<file path="src/rtl/prio_intc_pkg.sv">
package prio_intc_pkg;
  localparam int LVL_W = 3;
  localparam int VEC_W = 8;
  localparam logic [VEC_W-1:0] NMI_VEC = 8'd7;
  localparam logic [1:0] A_MODE  = 2'd0;
  localparam logic [1:0] A_PRIO  = 2'd1;
  localparam logic [1:0] A_SENSE = 2'd2;
  localparam logic [1:0] A_FLAG  = 2'd3;
  typedef enum logic [1:0] {
    SENSE_LOW  = 2'b00,
    SENSE_FALL = 2'b01,
    SENSE_RISE = 2'b10,
    SENSE_BOTH = 2'b11
  } sense_e;
endpackage

</file>
<file path="src/rtl/prio_intc_line.sv">
module prio_intc_line
  import prio_intc_pkg::*;
#(
  parameter bit IDLE = 1'b1
) (
  input  logic   clk,
  input  logic   rst_n,
  input  logic   pin_i,
  input  sense_e sense_i,
  input  logic   ack_i,
  input  logic   swclr_i,
  output logic   flag_o
);
  logic s1_q, s2_q, prev_q, hit;

  always_ff @(posedge clk or negedge rst_n) begin
    if (!rst_n) begin
      s1_q   <= IDLE;
      s2_q   <= IDLE;
      prev_q <= IDLE;
    end else begin
      s1_q   <= pin_i;
      s2_q   <= s1_q;
      prev_q <= s2_q;
    end
  end

  always_comb begin
    unique case (sense_i)
      SENSE_LOW:  hit = !s2_q;
      SENSE_FALL: hit = prev_q && !s2_q;
      SENSE_RISE: hit = !prev_q && s2_q;
      default:    hit = prev_q ^ s2_q;
    endcase
  end

  // detection wins over any clear in the same cycle
  always_ff @(posedge clk or negedge rst_n) begin
    if (!rst_n)                                       flag_o <= 1'b0;
    else if (hit)                                     flag_o <= 1'b1;
    else if (swclr_i || (ack_i && sense_i != SENSE_LOW)) flag_o <= 1'b0;
  end

  assert_ack_clears_edge_R8: assert property (@(posedge clk) disable iff (!rst_n)
    (ack_i && sense_i != SENSE_LOW && !hit) |=> !flag_o);
  assert_low_stays_pending_R9: assert property (@(posedge clk) disable iff (!rst_n)
    (sense_i == SENSE_LOW && !s2_q) |=> flag_o);
endmodule

</file>
<file path="src/rtl/prio_intc_arb.sv">
module prio_intc_arb
  import prio_intc_pkg::*;
#(
  parameter int NSRC  = 16,
  localparam int IDX_W = $clog2(NSRC)
) (
  input  logic [NSRC-1:0]            req_i,
  input  logic [NSRC-1:0][LVL_W-1:0] lvl_i,
  input  logic                       lvl_mode_i,
  input  logic                       imask_i,
  input  logic [LVL_W-1:0]           cpu_lvl_i,
  output logic                       win_valid_o,
  output logic [IDX_W-1:0]           win_idx_o,
  output logic [LVL_W-1:0]           win_lvl_o
);
  logic             ok;
  logic [LVL_W-1:0] eff, best;

  // scan from the top index down so that ">=" hands ties to the lower index
  always_comb begin
    win_valid_o = 1'b0;
    win_idx_o   = '0;
    win_lvl_o   = '0;
    best        = '0;
    for (int i = NSRC - 1; i >= 0; i--) begin
      ok  = req_i[i] && (lvl_mode_i ? (lvl_i[i] > cpu_lvl_i) : !imask_i);
      eff = lvl_mode_i ? lvl_i[i] : '0;
      if (ok && (!win_valid_o || eff >= best)) begin
        win_valid_o = 1'b1;
        win_idx_o   = IDX_W'(i);
        win_lvl_o   = lvl_i[i];
        best        = eff;
      end
    end
  end
endmodule

</file>
<file path="src/rtl/prio_intc.sv">
module prio_intc
  import prio_intc_pkg::*;
#(
  parameter int N_EXT        = 8,
  parameter int N_PER        = 8,
  parameter int GRP_SZ       = 2,
  parameter int EXT_VEC_BASE = 16
) (
  input  logic             clk,
  input  logic             rst_n,
  input  logic             nmi_i,
  input  logic [N_EXT-1:0] ext_irq_i,
  input  logic [N_PER-1:0] per_req_i,
  input  logic             reg_wr_i,
  input  logic [1:0]       reg_addr_i,
  input  logic [31:0]      reg_wdata_i,
  output logic [31:0]      reg_rdata_o,
  input  logic             cpu_imask_i,
  input  logic [2:0]       cpu_level_i,
  output logic             irq_valid_o,
  input  logic             irq_ready_i,
  output logic [7:0]       irq_vector_o,
  output logic [2:0]       irq_level_o
);
  localparam int NSRC  = N_EXT + N_PER;
  localparam int NGRP  = NSRC / GRP_SZ;
  localparam int IDX_W = $clog2(NSRC);

  logic [1:0]                  mode_q;
  logic [NGRP-1:0][LVL_W-1:0]  prio_q;
  logic [N_EXT-1:0][1:0]       sense_q;
  logic [N_EXT-1:0]            ext_flag;
  logic [NSRC-1:0][LVL_W-1:0]  src_lvl;
  logic                        nmi_flag, hs, win_valid, flag_wr;
  logic [IDX_W-1:0]            win_idx;
  logic [LVL_W-1:0]            win_lvl;
  logic                        unused_wdata;

  assign unused_wdata = ^reg_wdata_i;
  assign hs      = irq_valid_o && irq_ready_i;
  assign flag_wr = reg_wr_i && reg_addr_i == A_FLAG;

  always_ff @(posedge clk or negedge rst_n) begin
    if (!rst_n) begin
      mode_q  <= '0;
      prio_q  <= '0;
      sense_q <= '0;
    end else if (reg_wr_i) begin
      case (reg_addr_i)
        A_MODE:  mode_q <= reg_wdata_i[1:0];
        A_PRIO:  for (int g = 0; g < NGRP; g++) prio_q[g] <= reg_wdata_i[LVL_W*g +: LVL_W];
        A_SENSE: for (int e = 0; e < N_EXT; e++) sense_q[e] <= reg_wdata_i[2*e +: 2];
        default: ;
      endcase
    end
  end

  always_comb begin
    reg_rdata_o = '0;
    case (reg_addr_i)
      A_MODE:  reg_rdata_o[1:0]             = mode_q;
      A_PRIO:  reg_rdata_o[LVL_W*NGRP-1:0]  = prio_q;
      A_SENSE: reg_rdata_o[2*N_EXT-1:0]     = sense_q;
      default: reg_rdata_o[N_EXT-1:0]       = ext_flag;
    endcase
  end

  prio_intc_line #(.IDLE(1'b0)) u_nmi (
    .clk(clk), .rst_n(rst_n), .pin_i(nmi_i), .sense_i(SENSE_RISE),
    .ack_i(hs && nmi_flag), .swclr_i(1'b0), .flag_o(nmi_flag)
  );

  for (genvar e = 0; e < N_EXT; e++) begin : g_ext
    prio_intc_line #(.IDLE(1'b1)) u_line (
      .clk(clk), .rst_n(rst_n), .pin_i(ext_irq_i[e]), .sense_i(sense_e'(sense_q[e])),
      .ack_i(hs && !nmi_flag && win_idx == IDX_W'(e)),
      .swclr_i(flag_wr && !reg_wdata_i[e]), .flag_o(ext_flag[e])
    );
  end

  for (genvar s = 0; s < NSRC; s++) begin : g_lvl
    assign src_lvl[s] = prio_q[s / GRP_SZ];
  end

  prio_intc_arb #(.NSRC(NSRC)) u_arb (
    .req_i({per_req_i, ext_flag}), .lvl_i(src_lvl), .lvl_mode_i(mode_q[1]),
    .imask_i(cpu_imask_i), .cpu_lvl_i(cpu_level_i),
    .win_valid_o(win_valid), .win_idx_o(win_idx), .win_lvl_o(win_lvl)
  );

  assign irq_valid_o  = nmi_flag || win_valid;
  assign irq_vector_o = nmi_flag ? NMI_VEC : VEC_W'(EXT_VEC_BASE) + VEC_W'(win_idx);
  assign irq_level_o  = nmi_flag ? 3'd7 : win_lvl;

  assert_nmi_presented_R2: assert property (@(posedge clk) disable iff (!rst_n)
    (nmi_flag && !irq_ready_i) |=> (irq_valid_o && irq_vector_o == NMI_VEC));
  assert_global_mask_R6: assert property (@(posedge clk) disable iff (!rst_n)
    (!mode_q[1] && cpu_imask_i && !nmi_flag) |-> !irq_valid_o);
  assert_level_strict_R7: assert property (@(posedge clk) disable iff (!rst_n)
    (irq_valid_o && mode_q[1] && irq_vector_o != NMI_VEC) |-> irq_level_o > cpu_level_i);
  assert_vector_range_R5: assert property (@(posedge clk) disable iff (!rst_n)
    irq_valid_o |-> (irq_vector_o == NMI_VEC ||
      (irq_vector_o >= VEC_W'(EXT_VEC_BASE) && irq_vector_o < VEC_W'(EXT_VEC_BASE + NSRC))));
endmodule

</file>
<file path="config.mk">
export PLATFORM = sky130hd
export DESIGN_NAME = prio_intc
export DESIGN_NICKNAME = d
export VERILOG_FILES = /design/src/rtl/prio_intc_pkg.sv /design/src/rtl/prio_intc_line.sv /design/src/rtl/prio_intc_arb.sv /design/src/rtl/prio_intc.sv
export SDC_FILE = /design/constraint.sdc
export NUM_CORES = 1
export LEC_CHECK = 0
export BUFFER_PORTS_ARGS = -buffer_cell sky130_fd_sc_hd__buf_2
export CORE_MARGIN = 4
export CORE_UTILIZATION = 35
export DETAILED_ROUTE_END_ITERATION = 8
export PLACE_DENSITY_LB_ADDON = 0.15
export SYNTH_ARGS = -nofsm -noshare
export SYNTH_HDL_FRONTEND = slang
export SYNTH_HIERARCHICAL = 1
export SYNTH_SLANG_ARGS = --single-unit
</file>
<file path="constraint.sdc">
create_clock -name clk -period 23.6 [get_ports clk]
set_clock_uncertainty 0.15 [all_clocks]
set_input_delay 1.18 -clock clk [delete_from_list [all_inputs] [get_ports clk]]
set_output_delay 1.18 -clock clk [all_outputs]
set_load 0.005 [all_outputs]
</file>
* Word level (Yosys, flattened, before mapping)
Index checks and enable logic that the tools add are counted.
** Operators by class
- Equality and inequality tests :: 26
- Multiplexer cells :: 111
- Add/sub/neg operators :: 1
- Bitwise gates (word level) :: 8
- Reductions and logical operators :: 172
- Order comparisons :: 23
** Operators with widths (count)
- 2-to-1 mux 3 bit :: 40
- logical AND 1 bit :: 76
- 2-to-1 mux 4 bit :: 16
- greater-or-equal comparator 3 bit :: 15
- zero test 1 bit :: 42
- 2-to-1 mux 1 bit :: 42
- nonzero test 2 bit :: 17
- > comparator 3 bit :: 8
- logical OR 1 bit :: 24
- one-hot mux 1 bit (3 select lines) :: 8
- == test 2 bit, second input constant :: 10
- == test 2 x 1 -> 1 bit, second input constant :: 9
- zero test 2 bit :: 9
- one-hot mux 6 bit (3 select lines) :: 1
- == test 4 x 3 -> 1 bit, second input constant :: 4
- one-hot mux 8 bit (2 select lines) :: 1
- == test 4 x 2 -> 1 bit, second input constant :: 2
- 2-to-1 mux 8 bit :: 1
- bitwise XOR 1 bit :: 8
- adder 5 x 4 -> 6 bit, first input constant :: 1
- 2-to-1 mux 6 bit :: 1
- one-hot mux 2 bit (3 select lines) :: 1
- AND reduction 2 bit :: 3
- == test 4 x 1 -> 1 bit, second input constant :: 1
- zero test 4 bit :: 1
** Storage, ports and cells
- Word-level logic and storage cells :: 394
- Register bits :: 78

* Longest topological paths before layout
Gate-level depths: netlist of the first run.
- Word-level depth :: 72
- Mapped depth :: 132

* Hierarchy
Netlist of the first run, hierarchy kept.
** Modules (own cells, without submodules)
- prio_intc_arb :: sequential area each 0.0 um^2, cells an instance 580, area each 4081.4 um^2, times used 1
- prio_intc :: sequential area each 1051.0 um^2, cells an instance 196, area each 2352.3 um^2, times used 1
- prio_intc_line (g_ext[0].u_line ...) :: sequential area each 103.8 um^2, cells an instance 15, area each 186.4 um^2, times used 8
- prio_intc_line (u_nmi) :: sequential area each 100.1 um^2, cells an instance 15, area each 182.7 um^2, times used 1

* Worst setup path after synthesis of the first run
Ideal clock, no wire load.
- Kind :: input to output
- From :: input cpu_level_i[2]
- To :: output irq_vector_o[2]
- Slack :: -1.062 ns
- Stages on the path :: 121
- Data required time :: 22.270 ns
- Arrival :: 23.332 ns
- Path through :: inv_1 > ha_1 > and3_1 > o21a_1 > nor2_1 > nand3_1 > ha_1 > a21o_1 > a31oi_1 > or3b_1 > a2111o_1 > a21oi_1 > ha_1 > nand2b_1 > a21o_1 > a2111oi_2 > a211o_1 > nor2_1 > [85 not listed] > and2_1 > ha_1 > nand2b_1 > a21o_1 > a21o_1 > o21bai_1 > nor2_1 > a21oi_1 > nor2_1 > ha_1 > nand2b_1 > a21oi_1 > nor2b_1 > o31a_1 > or3_1 > a21oi_1 > inv_1 > nand2_1
** Between the ends
- Longest elaborated chain between the ends :: 66
- Elaborated cells between the ends (all ways) :: 140
** RTL lines
- start: declaration :: line prio_intc.sv:19 : input logic [2:0] cpu_level_i,
- > comparator 3 bit :: line prio_intc_arb.sv:26 : ok = req_i[i] && (lvl_mode_i ? (lvl_i[i] > cpu_lvl_i) : !imask_i);
- 2-to-1 mux 1 bit :: line prio_intc_arb.sv:26
- logical AND 1 bit :: line prio_intc_arb.sv:26
- 2-to-1 mux 3 bit or 2-to-1 mux 1 bit (tied branches) :: line prio_intc_arb.sv:28 : if (ok && (!win_valid_o || eff >= best)) begin
- greater-or-equal comparator 3 bit or zero test 1 bit (tied branches) :: line prio_intc_arb.sv:28
- logical OR 1 bit :: line prio_intc_arb.sv:28
- logical AND 1 bit :: line prio_intc_arb.sv:28
- 2-to-1 mux 3 bit or 2-to-1 mux 1 bit (tied branches) :: line prio_intc_arb.sv:28
- [51 not listed]
- 2-to-1 mux 3 bit or 2-to-1 mux 1 bit (tied branches) :: line prio_intc_arb.sv:28
- greater-or-equal comparator 3 bit or zero test 1 bit (tied branches) :: line prio_intc_arb.sv:28
- logical OR 1 bit :: line prio_intc_arb.sv:28
- logical AND 1 bit :: line prio_intc_arb.sv:28
- 2-to-1 mux 4 bit (*) :: line prio_intc_arb.sv:28
- named net win_idx[2] :: line prio_intc.sv:35 : logic [IDX_W-1:0] win_idx;
- adder 5 x 4 -> 6 bit (*) :: line prio_intc.sv:92 : assign irq_vector_o = nmi_flag ? NMI_VEC : VEC_W'(EXT_VEC_BASE) + VEC_W'(win_idx);
- 2-to-1 mux 6 bit (*) :: line prio_intc.sv:92
- end: declaration :: line prio_intc.sv:22 : output logic [7:0] irq_vector_o,
Mark *: on every way through the listed nets, which the timed path passes. The rest lies on a longest branch.

* Final worst setup path of the first run
- From :: input cpu_level_i[1]
- To :: output irq_vector_o[2]
Same word-level chain as after synthesis.

==> impl_results.md, run 1 <==
* Drt via density at 5.28
* Clock Tree Root: clkbuf_16
* GRT overflow at 0
* Slowest stage delay, CP at 400 ps
* First-pass GRT wire length at 39,700 um
* Via count at approximately 8,000
* Final setup viols at 7
* I/O pin count at 103
* Peak VDD IR at approximately 0.074 mV
* Max Root-Sink Buffers at 2
* Setup CP Type: primary input to output port
* Layout area overhead at 43.3%
* Cell area after synthesis at 8110 um2
* Number of synthesized register bits at 78
* Area contributors post-synth: ha_1, dfrtp_1, dfstp_2, mux2_4, inv_1
* Clk slew on worst S/H paths at approximately 60 ps
* Layout Cells excl Fill at 1,483
* Worst path required time at approximately 22,000 ps
* Die ar. at 25,700 um2
* Data arrival time of the worst path at 22,650 ps
* Commonest cells after routing, fill and taps aside: buf_4, ha_1, buf_2
* RD Place Congestion at 0.889
* Cell repeated most along the worst path: a21oi_2
* Slew HR at 0.268
* Failing checks: setup timing
* Max cap viols at 0
* Cells after synthesis at 911
* Worst skew pair latency at 340 ps
* RSZ-0062 raised after global routing: yes
* Core area at between 20,000 and 25,000 um2
* Initial antenna violation count at 0
* Pwr dens at 138 nW/um2
* Die height at 160 um
* Post-synthesis mux area share at 0.0977
* IO Port Bufs at 83
* Predominant post-synthesis flop cell: dfrtp_1
* Pleak at around 5.6 nW
* Hold-fix buffers, CTS at 0
* Commonest non-fill, non-tap cell in the layout: buf_4
* Area share of the largest cell type after synthesis at 0.177
* Filler cells at approximately 2,100
* Endpoints failing hold at 0
* Rows at 55
* Setup tns final at -2130 ps
* Max Slew Vio Count at 0
* Worst Setup Start Kind: primary input
* Vias in the first global route at roughly 7,600
* # DRC at 0
* Wirelength, routed at 25,700 um
* Syn_area_per_cell at 8.90 um2
* Netlist cell types at 81
* CP max-delay cell: or3b_4
* H-tree depth at 3
* Diodes inserted at 0
* Post-DRT Antenna Nets at 0
* WHS at 200 ps
* Initial cell density of the core at 0.357
* Period utilization at 1.02
* Fin crit period at 23,980 ps
* Largest family of logic cells by synthesized area: simple AND/OR/NAND/NOR gates
* Hold/Removal Path Class: flop to flop
* Post-synthesis adder-cell area fraction at 0.177
* Die width at 160 um
* Final setup margin at -375 ps
* Post-synth EDFFs at 0
* Worst slack, placed at -1150 ps
* Avg WL per Cell at between 15 and 20 um
* Seq/Total Area, Yosys at 0.244
* Compound-gate portion of the synthesized area at 0.209
* Layout Nets at 1,367
* XOR/XNOR share of the synthesized area at 0
* Synth area leader: ha_1
* Fmax at 0.0417 GHz
* Largest net degree at the start of global routing at 79
* Crit end category: output port
* Post-Synth Simple-Gate Area at 0.213
* Placed insts at ~1,400
* Synth async-reset ratio at 1.00
* Post-DP HPWL at between 15,000 and 20,000 um
* First-pass iteration count of the detailed router at 5
* Outcome: complete, but fails checks
* Total Routing Usage GR at 0.189
* Count of synthesis-stage warnings from yosys at 6
* TritonCTS clock tree: built
* Least-Margin Pin Slew at 1100 ps
* TritonCTS Buffers at 9
* CP max FO at 5
* Layout cells sized above 1 at 0.437
* 1st-iter DRT viols at 539
* Clock Sinks at just under 80
## power breakdown
| part | switching (mW) | internal, mW | total [mW] | leakage, nW |
|---|---|---|---|---|
| Combinational | 0.562 | 0.698 | 1.26 | 4.61 |
| Sequential | 0.0405 | 0.157 | 0.197 | 0.874 |
| Clock | 0.0552 | 0.0929 | 0.148 | 0.146 |
## through the flow
stage                util  power, mW  area (um2)
finish              0.512       1.61       11600
detailed placement  0.428      0.985        9720
floorplan               -      0.665        8280
CTS                 0.482       1.41       10900
global route        0.512       1.71       11600
global placement    0.428      0.982        9720
## sequential cells by signal, summed over array words and instances, names as in the netlist
| register | flops |
|---|---|
| g_ext.u_line/flag_o | 8 |
| g_ext.u_line/prev_q | 8 |
| g_ext.u_line/s1_q | 8 |
| g_ext.u_line/s2_q | 8 |
| mode_q | 2 |
| prio_q | 24 |
| sense_q | 16 |
| u_nmi/flag_o | 1 |
| u_nmi/prev_q | 1 |
| u_nmi/s1_q | 1 |
| u_nmi/s2_q | 1 |
## cells by family (layout without fill, tap and decap cells)
family,after synthesis,count (layout)
AO/OA/AOI/OAI,238,238
adder cells (fa/ha/maj),115,115
buffers and inverters,104,376
flip-flops,78,78
multiplexers,62,62
other,2,17
AND/OR/NAND/NOR,312,312
## cell type report
type / count / area (um2) / area share
repair buffers: 293 / 2120 / 0.182
flip-flops and latches: 78 / 1980 / 0.171
inverters: 67 / 259 / 0.0223
multi-input cells: 744 / 6590 / 0.567
well taps: 285 / 357 / 0.0307
clock inverters: 5 / 83.8 / 0.00721
clock buffers: 11 / 233 / 0.0200
## Yosys cell counts (4+ instances only)
| master | count |
|---|---|
| a211o_1 | 6 |
| a211oi_1 | 6 |
| a21o_1 | 17 |
| a21oi_1 | 47 |
| a21oi_2 | 5 |
| a22o_1 | 10 |
| a22oi_1 | 17 |
| a31oi_1 | 11 |
| a32oi_1 | 4 |
| and2_1 | 40 |
| and2b_1 | 9 |
| and3_1 | 6 |
| buf_2 | 11 |
| buf_4 | 12 |
| clkbuf_1 | 10 |
| dfrtp_1 | 54 |
| dfstp_2 | 24 |
| ha_1 | 115 |
| inv_1 | 67 |
| mux2_2 | 17 |
| mux2_4 | 30 |
| mux2i_1 | 15 |
| nand2_1 | 65 |
| nand2b_1 | 33 |
| nand3_1 | 21 |
| nand3b_1 | 16 |
| nand4_1 | 4 |
| nor2_1 | 50 |
| nor2b_1 | 26 |
| nor3_1 | 9 |
| o211ai_1 | 6 |
| o21a_1 | 11 |
| o21ai_0 | 30 |
| o21ai_1 | 8 |
| o22ai_1 | 13 |
| o31ai_1 | 5 |
| or2_2 | 11 |
## routing by layer
| layer | wire [um] | vias to the layer above | track usage | share of wire |
|---|---|---|---|---|
| li1 | - | 3856 | - | - |
| met2 | 12000 | 182 | 0.315 | 0.47 |
| met1 | 12200 | 3753 | 0.264 | 0.48 |
| met3 | 985 | 35 | 0.0181 | 0.038 |
| met4 | 452 | 0 | 0.0442 | 0.018 |
| met5 | 0 | - | 0 | 0 |
## path summary, 6_finish.rpt
check / startpoint / endpoint / slack (ps) / cells past startpoint
max reg2reg: prio_q[21] / g_ext[6].u_line/flag_o / 930 / 126
min reg2reg: g_ext[1].u_line/s1_q / g_ext[1].u_line/s2_q / 200 / 0
min: g_ext[1].u_line/s1_q / g_ext[1].u_line/s2_q / 200 / 0
max: cpu_level_i[1] / irq_vector_o[2] / -380 / 124
min in group asynchronous: rst_n / g_ext[0].u_line/flag_o / 850 / 1
max in group asynchronous: rst_n / mode_q[1] / 21780 / 1
## worst max-delay path, delay by kind of cell
kind                       cells  cell delay (ps)
adders and majority gates     15             4240
muxes                          2              620
AOI/OAI and AO/OA             57            10190
buffers and inverters         20             2460
and+or+nand+nor               30             3870
## timing repair
item                                    4_1_cts  5_1_grt
gates resized for setup                      74       95
buffers inserted                             75       23
pin swaps                                    52       65
endpoints found under the setup margin       15       15
Note: power is estimated with default switching activity, not from simulation.
==> run 2, diff against run 1 <==
--- a/config.mk
+++ b/config.mk
@@ -5,6 +5,7 @@
 export SDC_FILE = /design/constraint.sdc
 export NUM_CORES = 1
 export LEC_CHECK = 0
+export ABC_AREA = 1
 export BUFFER_PORTS_ARGS = -buffer_cell sky130_fd_sc_hd__buf_2
 export CORE_MARGIN = 4
 export CORE_UTILIZATION = 35
==> impl_results.md, run 2 <==
* Setup CP Type: primary input to output port
* Predominant post-synthesis flop cell: dfrtp_1
* Final Util at 0.405 (-0.107)
* Fmax at 0.0471 GHz (+13%)
* CP max-delay cell: ha_1
* Hold path depth at 0 (unchanged)
* Crit end category: output port
* I/O pin count at 103 (unchanged)
* Worst path required time at 22,270 ps (about the same)
* CP max FO at 16 (+11)
* Largest Register: prio_q
* Rows at 54 (-1.8%)
* RSZ-0062 raised after global routing: no
* 1st-iter DRT viols at 355 (-34%)
* Least-Margin Pin Slew at 975 ps (-123 ps)
* Data arrival time of the worst path at 19,920 ps (-2730 ps)
* Max Root-Sink Buffers at 2 (unchanged)
* Vias in the first global route at 6,855 (-9.8%)
* Area contributors post-synth: nand2_1, ha_1, dfrtp_1, inv_1, dfstp_2
* Worst skew pair latency at 330 ps (about the same)
* Netlist cell types at 37 (-54%)
* Pleak at 5.06 nW (-10%)
* Outcome: completed
* Diodes inserted at 0 (unchanged)
* Commonest cells after routing, fill and taps aside: nand2_1, inv_1, ha_1
* Slew HR at 0.347 (+0.0794)
* Critical path buffer and inverter count at 16 (-20%)
* Peak VDD IR at 0.0397 mV (-46%)
* Number of synthesized register bits at 78 (unchanged)
* R2R setup slack at 3670 ps (+2740 ps)
* Die ar. at 25,000 um2 (-2.5%)
* Via count at 7,304 (-6.7%)
* IO Port Bufs at 83 (unchanged)
* Post-synth EDFFs at 0 (unchanged)
* Setup tns final at 0 ps (+2130 ps)
* H-tree depth at 3 (unchanged)
* Post-Layout Inst Area at 8910 um2 (-23%)
* Filler cells at 2,378 (+13%)
* Clk slew on worst S/H paths at 60 ps (about the same)
* Commonest non-fill, non-tap cell in the layout: nand2_1
* Post-DRT Antenna Nets at 0 (unchanged)
* Worst Setup Start Kind: primary input
* Die width at 158 um (-1.3%)
* Slowest stage delay, CP at 340 ps (-60 ps)
* Worst slack, placed at 1550 ps (+2700 ps)
* Die height at 158 um (-1.3%)
* Post-synth top cells: nand2_1, inv_1, ha_1, nand3_1, a21oi_1
* R2r worst-path depth at 143 (+13%)
* Layout area overhead at 13.0%
* Core area at 22,000 um2 (-3.0%)
* Most instantiated library cell after synthesis: nand2_1
* Fin crit period at 21,250 ps (-2730 ps)
* Cell repeated most along the worst path: nand2_1
* Initial cell density of the core at 0.358 (+0.00119)
* Clock Tree Root: clkbuf_16
* Pwr dens at 82.1 nW/um2 (-41%)
* Final total power at 0.731 mW (-54%)
* Cells after synthesis at 1,187 (+30%)
* Layout cells sized above 1 at 0.164 (-0.273)
* Syn_area_per_cell at 6.65 um2 (-25%)
* Largest net degree at the start of global routing at 77 (-2.5%)
* Total Routing Usage GR at 0.168 (-0.0203)
* Max cap viols at 0 (unchanged)
* Wirelength, routed at 20,500 um (-20%)
* Biggest regs: prio_q: 24 flops, sense_q: 16 flops
* Drt via density at 4.70 (-11%)
* Avg WL per Cell at 13.2 um (-24%)
* # DRC at 0 (unchanged)
* Cell area after synthesis at 7890 um2 (-2.7%)
* Layout Nets at 1,444 (+5.6%)
* DP Area at 8500 um2 (-13%)
* Endpoints failing hold at 0 (unchanged)
* TritonCTS Buffers at 9 (unchanged)
* First-pass GRT wire length at 34,400 um (-13%)
* Final setup viols at 0 (-7)
* Max reg flops at 24 (unchanged)
* Synth area leader: nand2_1
* Placed insts at 1,533 (+12%)
* WP depth at 143 (+15%)
* Layout Cells excl Fill at 1,555 (+4.9%)
* TritonCTS clock tree: built
* Crit path max-delay family: simple AND/OR/NAND/NOR gates
* GRT overflow at 0 (unchanged)
* Synth async-reset ratio at 1.00 (unchanged)
* Max Slew Vio Count at 0 (unchanged)
* Count of synthesis-stage warnings from yosys at 6 (unchanged)
* Final setup margin at 2350 ps (+2730 ps)
* First-pass iteration count of the detailed router at 5 (unchanged)
* Hold-fix buffers, CTS at 0 (unchanged)
* Clock Sinks at 78 (unchanged)
* RD Place Congestion at 0.804 (-9.6%)
* Initial antenna violation count at 0 (unchanged)
* Area share of the largest cell type after synthesis at 0.184 (+0.00664)
* Post-DP HPWL at 15,800 um (-14%)
* WHS at 199 ps (-1.09 ps)
* Hold/Removal Path Class: flop to flop
* Period utilization at 0.900 (-0.116)
* Seq/Total Area, Yosys at 0.251 (+0.00674)
run 2: routing by layer:
layer	part of all wire	vias to the layer above	global-route usage	wire, um
met5	0	-	0	0
met4	0.0037	0	0.0276	76
met3	0.034	4	0.0164	704
met2	0.45	123	0.271	9170
met1	0.51	3264	0.249	10500
li1	-	3913	-	-
run 2: repair_timing:
item | 4_1_cts | 5_1_grt
endpoints found under the setup margin | 0 | 15
buffers inserted | 0 | 5
gates resized for setup | 0 | 18
run 2: area by class of cell:
| class | instances | area (um2) | area share |
|---|---|---|---|
| multi-input cells | 885 | 5000 | 0.561 |
| repair buffers | 94 | 504 | 0.0566 |
| flip-flops and latches | 78 | 1980 | 0.222 |
| clock inverters | 6 | 68.8 | 0.00772 |
| clock buffers | 10 | 250 | 0.0281 |
| inverters | 202 | 759 | 0.0852 |
| well taps | 280 | 350 | 0.0393 |
run 2: worst reg2reg max path, delay by kind of cell, from the launching register on:
family	cells	cell delay, ps
compound gates	37	5540
fa+ha+maj	15	4020
buf+inv	14	1730
flops	1	510
simple gates	77	7890
run 2: cells by family after synthesis:
logic type,count (synthesis),synth area share
DFF,78,0.251
and+or+nand+nor,602,0.329
buffers and inverters,240,0.130
AOI/OAI and AO/OA,150,0.107
other,2,0.000952
adders and majority gates,115,0.182
run 2: path summary, 6_finish.rpt:
check	start	endpoint
max in group asynchronous	rst_n	mode_q[1]
hold / removal	u_nmi/s1_q	u_nmi/s2_q
setup reg to reg	mode_q[1]	g_ext[6].u_line/flag_o
setup / recovery	cpu_level_i[2]	irq_vector_o[1]
min in group asynchronous	rst_n	u_nmi/s2_q
hold reg to reg	u_nmi/s1_q	u_nmi/s2_q
run 2: power breakdown:
part | internal [mW] | switching (mW)
registers | 0.155 | 0.0350
clock network | 0.0887 | 0.0559
logic | 0.149 | 0.248
==> run 3, diff against run 2 <==
--- a/config.mk
+++ b/config.mk
@@ -10,7 +10,8 @@
 export CORE_MARGIN = 4
 export CORE_UTILIZATION = 35
 export DETAILED_ROUTE_END_ITERATION = 8
-export PLACE_DENSITY_LB_ADDON = 0.15
+export GPL_TIMING_DRIVEN = 0
+export PLACE_DENSITY_LB_ADDON = 0.05
 export SYNTH_ARGS = -nofsm -noshare
 export SYNTH_HDL_FRONTEND = slang
 export SYNTH_HIERARCHICAL = 1
==> impl_results.md, run 3 (same netlist as run 2, synthesis figures left out) <==
* Outcome: completed
* Cell repeated most along the worst path: nand2_1
* Hold-fix buffers, CTS at 0 (unchanged)
* Pwr dens at 81.1 nW/um2 (-1.2%)
* H-tree depth at 3 (unchanged)
* Hold/Removal Path Class: flop to flop
* Clock Sinks at 78 (unchanged)
* Die ar. at 25,000 um2 (unchanged)
* IO Port Bufs at 83 (unchanged)
* Reg area at 1980 um2 (about the same)
* Peak VDD IR at 0.0431 mV (+8.5%)
* Hold EP: u_nmi/s2_q
* Layout area overhead at 16.7%
* Initial antenna violation count at 0 (unchanged)
* TritonCTS Buffers at 9 (unchanged)
* R2r worst-path depth at 147 (+2.8%)
* Diodes inserted at 0 (unchanged)
* Die height at 158 um (unchanged)
* Layout Nets at 1,480 (+2.5%)
* Die width at 158 um (unchanged)
* Final Util at 0.418 (+0.0132)
* R2R setup slack at 3030 ps (-640 ps)
* Commonest non-fill, non-tap cell in the layout: nand2_1
* Biggest regs: prio_q: 24 flops, sense_q: 16 flops
* Worst r2r src: mode_q[1]
* First-pass GRT wire length at 36,700 um (+6.8%)
* Drt via density at 4.68 (-0.39%)
* Pleak at 5.23 nW (+3.4%)
* Largest net degree at the start of global routing at 64 (-17%)
* GRT overflow at 0 (unchanged)
* Final total power at 0.746 mW (+2.0%)
* Total Routing Usage GR at 0.185 (+0.0168)
* CP max-delay cell: ha_1
* Setup CP Type: primary input to output port
* Post-DRT Antenna Nets at 0 (unchanged)
* First-pass iteration count of the detailed router at 5 (unchanged)
* Worst Setup Start Kind: primary input
* Rows at 54 (unchanged)
* RR Endpoint: g_ext[6].u_line/flag_o
* Via count at 7,444 (+1.9%)
* Post-DP HPWL at 18,300 um (+16%)
* Slew HR at 0.636 (+0.289)
* Hold path depth at 0 (unchanged)
* Filler cells at 2,417 (+1.6%)
* Avg WL per Cell at 14.3 um (+8.9%)
* Clock Tree Root: clkbuf_16
* Final setup viols at 0 (unchanged)
* WHS at 201 ps (+1.55 ps)
* Fin crit period at 21,380 ps (+135 ps)
* TritonCTS clock tree: built
* Initial cell density of the core at 0.358 (unchanged)
* Wirelength, routed at 22,800 um (+11%)
* Endpoints failing hold at 0 (unchanged)
* Area of the multi-input gates at 5010 um2 (+0.25%)
* Period utilization at 0.906 (+0.00571)
* Hold Path Origin: u_nmi/s1_q
* CP max FO at 10 (-6)
* Fmax at 0.0468 GHz (-0.63%)
* Worst path required time at 22,270 ps (about the same)
* # DRC at 0 (unchanged)
* Vias in the first global route at 7,110 (+3.7%)
* Max reg flops at 24 (unchanged)
* Largest Register: prio_q
* I/O pin count at 103 (unchanged)
* Max Slew Vio Count at 0 (unchanged)
* 1st-iter DRT viols at 342 (-3.7%)
* RD Place Congestion at 0.822 (+2.2%)
* Least-Margin Pin Slew at 545 ps (-430 ps)
* Slowest stage delay, CP at 330 ps (about the same)
* Data arrival time of the worst path at 20,050 ps (+130 ps)
* Layout cells sized above 1 at 0.188 (+0.0245)
* Clk slew on worst S/H paths at 70 ps (about the same)
* Core area at 22,000 um2 (unchanged)
* Max Root-Sink Buffers at 2 (unchanged)
* Worst skew pair latency at 340 ps (about the same)
* Max cap viols at 0 (unchanged)
* Crit end category: output port
* Commonest cells after routing, fill and taps aside: nand2_1, inv_1, ha_1
run 3: changes by cell type in the layout (fill, tap and decap cells not counted), moves of 3 or more:
| cell | delta |
|---|---|
| buf_2 | +5 |
| clkinv_4 | -3 |
| clkbuf_1 | +3 |
| buf_4 | +16 |
| buf_6 | +6 |
| clkbuf_2 | +4 |
run 3: layout make-up:
type                    count  area share
plain buffers              38      0.0299
clock inverters             7     0.00856
clock buffers               9      0.0245
well taps                 280      0.0381
flip-flops and latches     78       0.215
multi-input cells         884       0.544
repair buffers             93      0.0560
inverters                 202      0.0833
run 3: metal layers:
layer / global-route usage / share of wire
met2: 0.302 / 0.45
met5: 0 / 0
met4: 0.0374 / 0.011
met3: 0.0123 / 0.025
met1: 0.270 / 0.52
run 3: worst max-delay path by stage:
| stage | start | endpoint | slack, ps | cells after the start |
|---|---|---|---|---|
| 4_1_cts | mode_q[1] | irq_vector_o[1] | 440 | 143 |
| 3_3_place_gp | cpu_level_i[2] | irq_vector_o[1] | 680 | 142 |
| 3_5_place_dp | cpu_level_i[1] | irq_vector_o[1] | 790 | 143 |
| 2_1_floorplan | cpu_level_i[2] | irq_vector_o[1] | 4790 | 142 |
| 5_1_grt | cpu_level_i[2] | irq_vector_o[1] | -80 | 147 |
| 6_report | cpu_level_i[2] | irq_vector_o[1] | 2220 | 146 |
run 3: stage by stage:
stage / instances / setup WS [ps] / TNS [ps] / cell area [um2]
after global placement: 1565 / 683 / 0 / 8710
after floorplan: 1202 / 4790 / 0 / 7950
after global routing: 1591 / -82.1 / -321 / 9200
after CTS: 1582 / 440 / 0 / 9050
after detailed placement: 1566 / 789 / 0 / 8740
final: 1591 / 2220 / 0 / 9200
run 3: report_power, final:
group / total (mW) / internal (mW) / switching (mW)
combinational: 0.413 / 0.156 / 0.256
sequential: 0.190 / 0.155 / 0.0355
clock: 0.143 / 0.0835 / 0.0598
total: 0.746 / 0.394 / 0.352
run 3: repair_timing:
action | CTS | global route
setup buffers | 0 | 9
endpoints found under the setup margin | 0 | 15
gates resized for setup | 0 | 38
run 3: critical path, delay by kind of cell:
family / cells / cell delay [ps]
compound gates: 39 / 5800
fa+ha+maj: 16 / 4330
buf+inv: 17 / 1440
simple gates: 74 / 7190
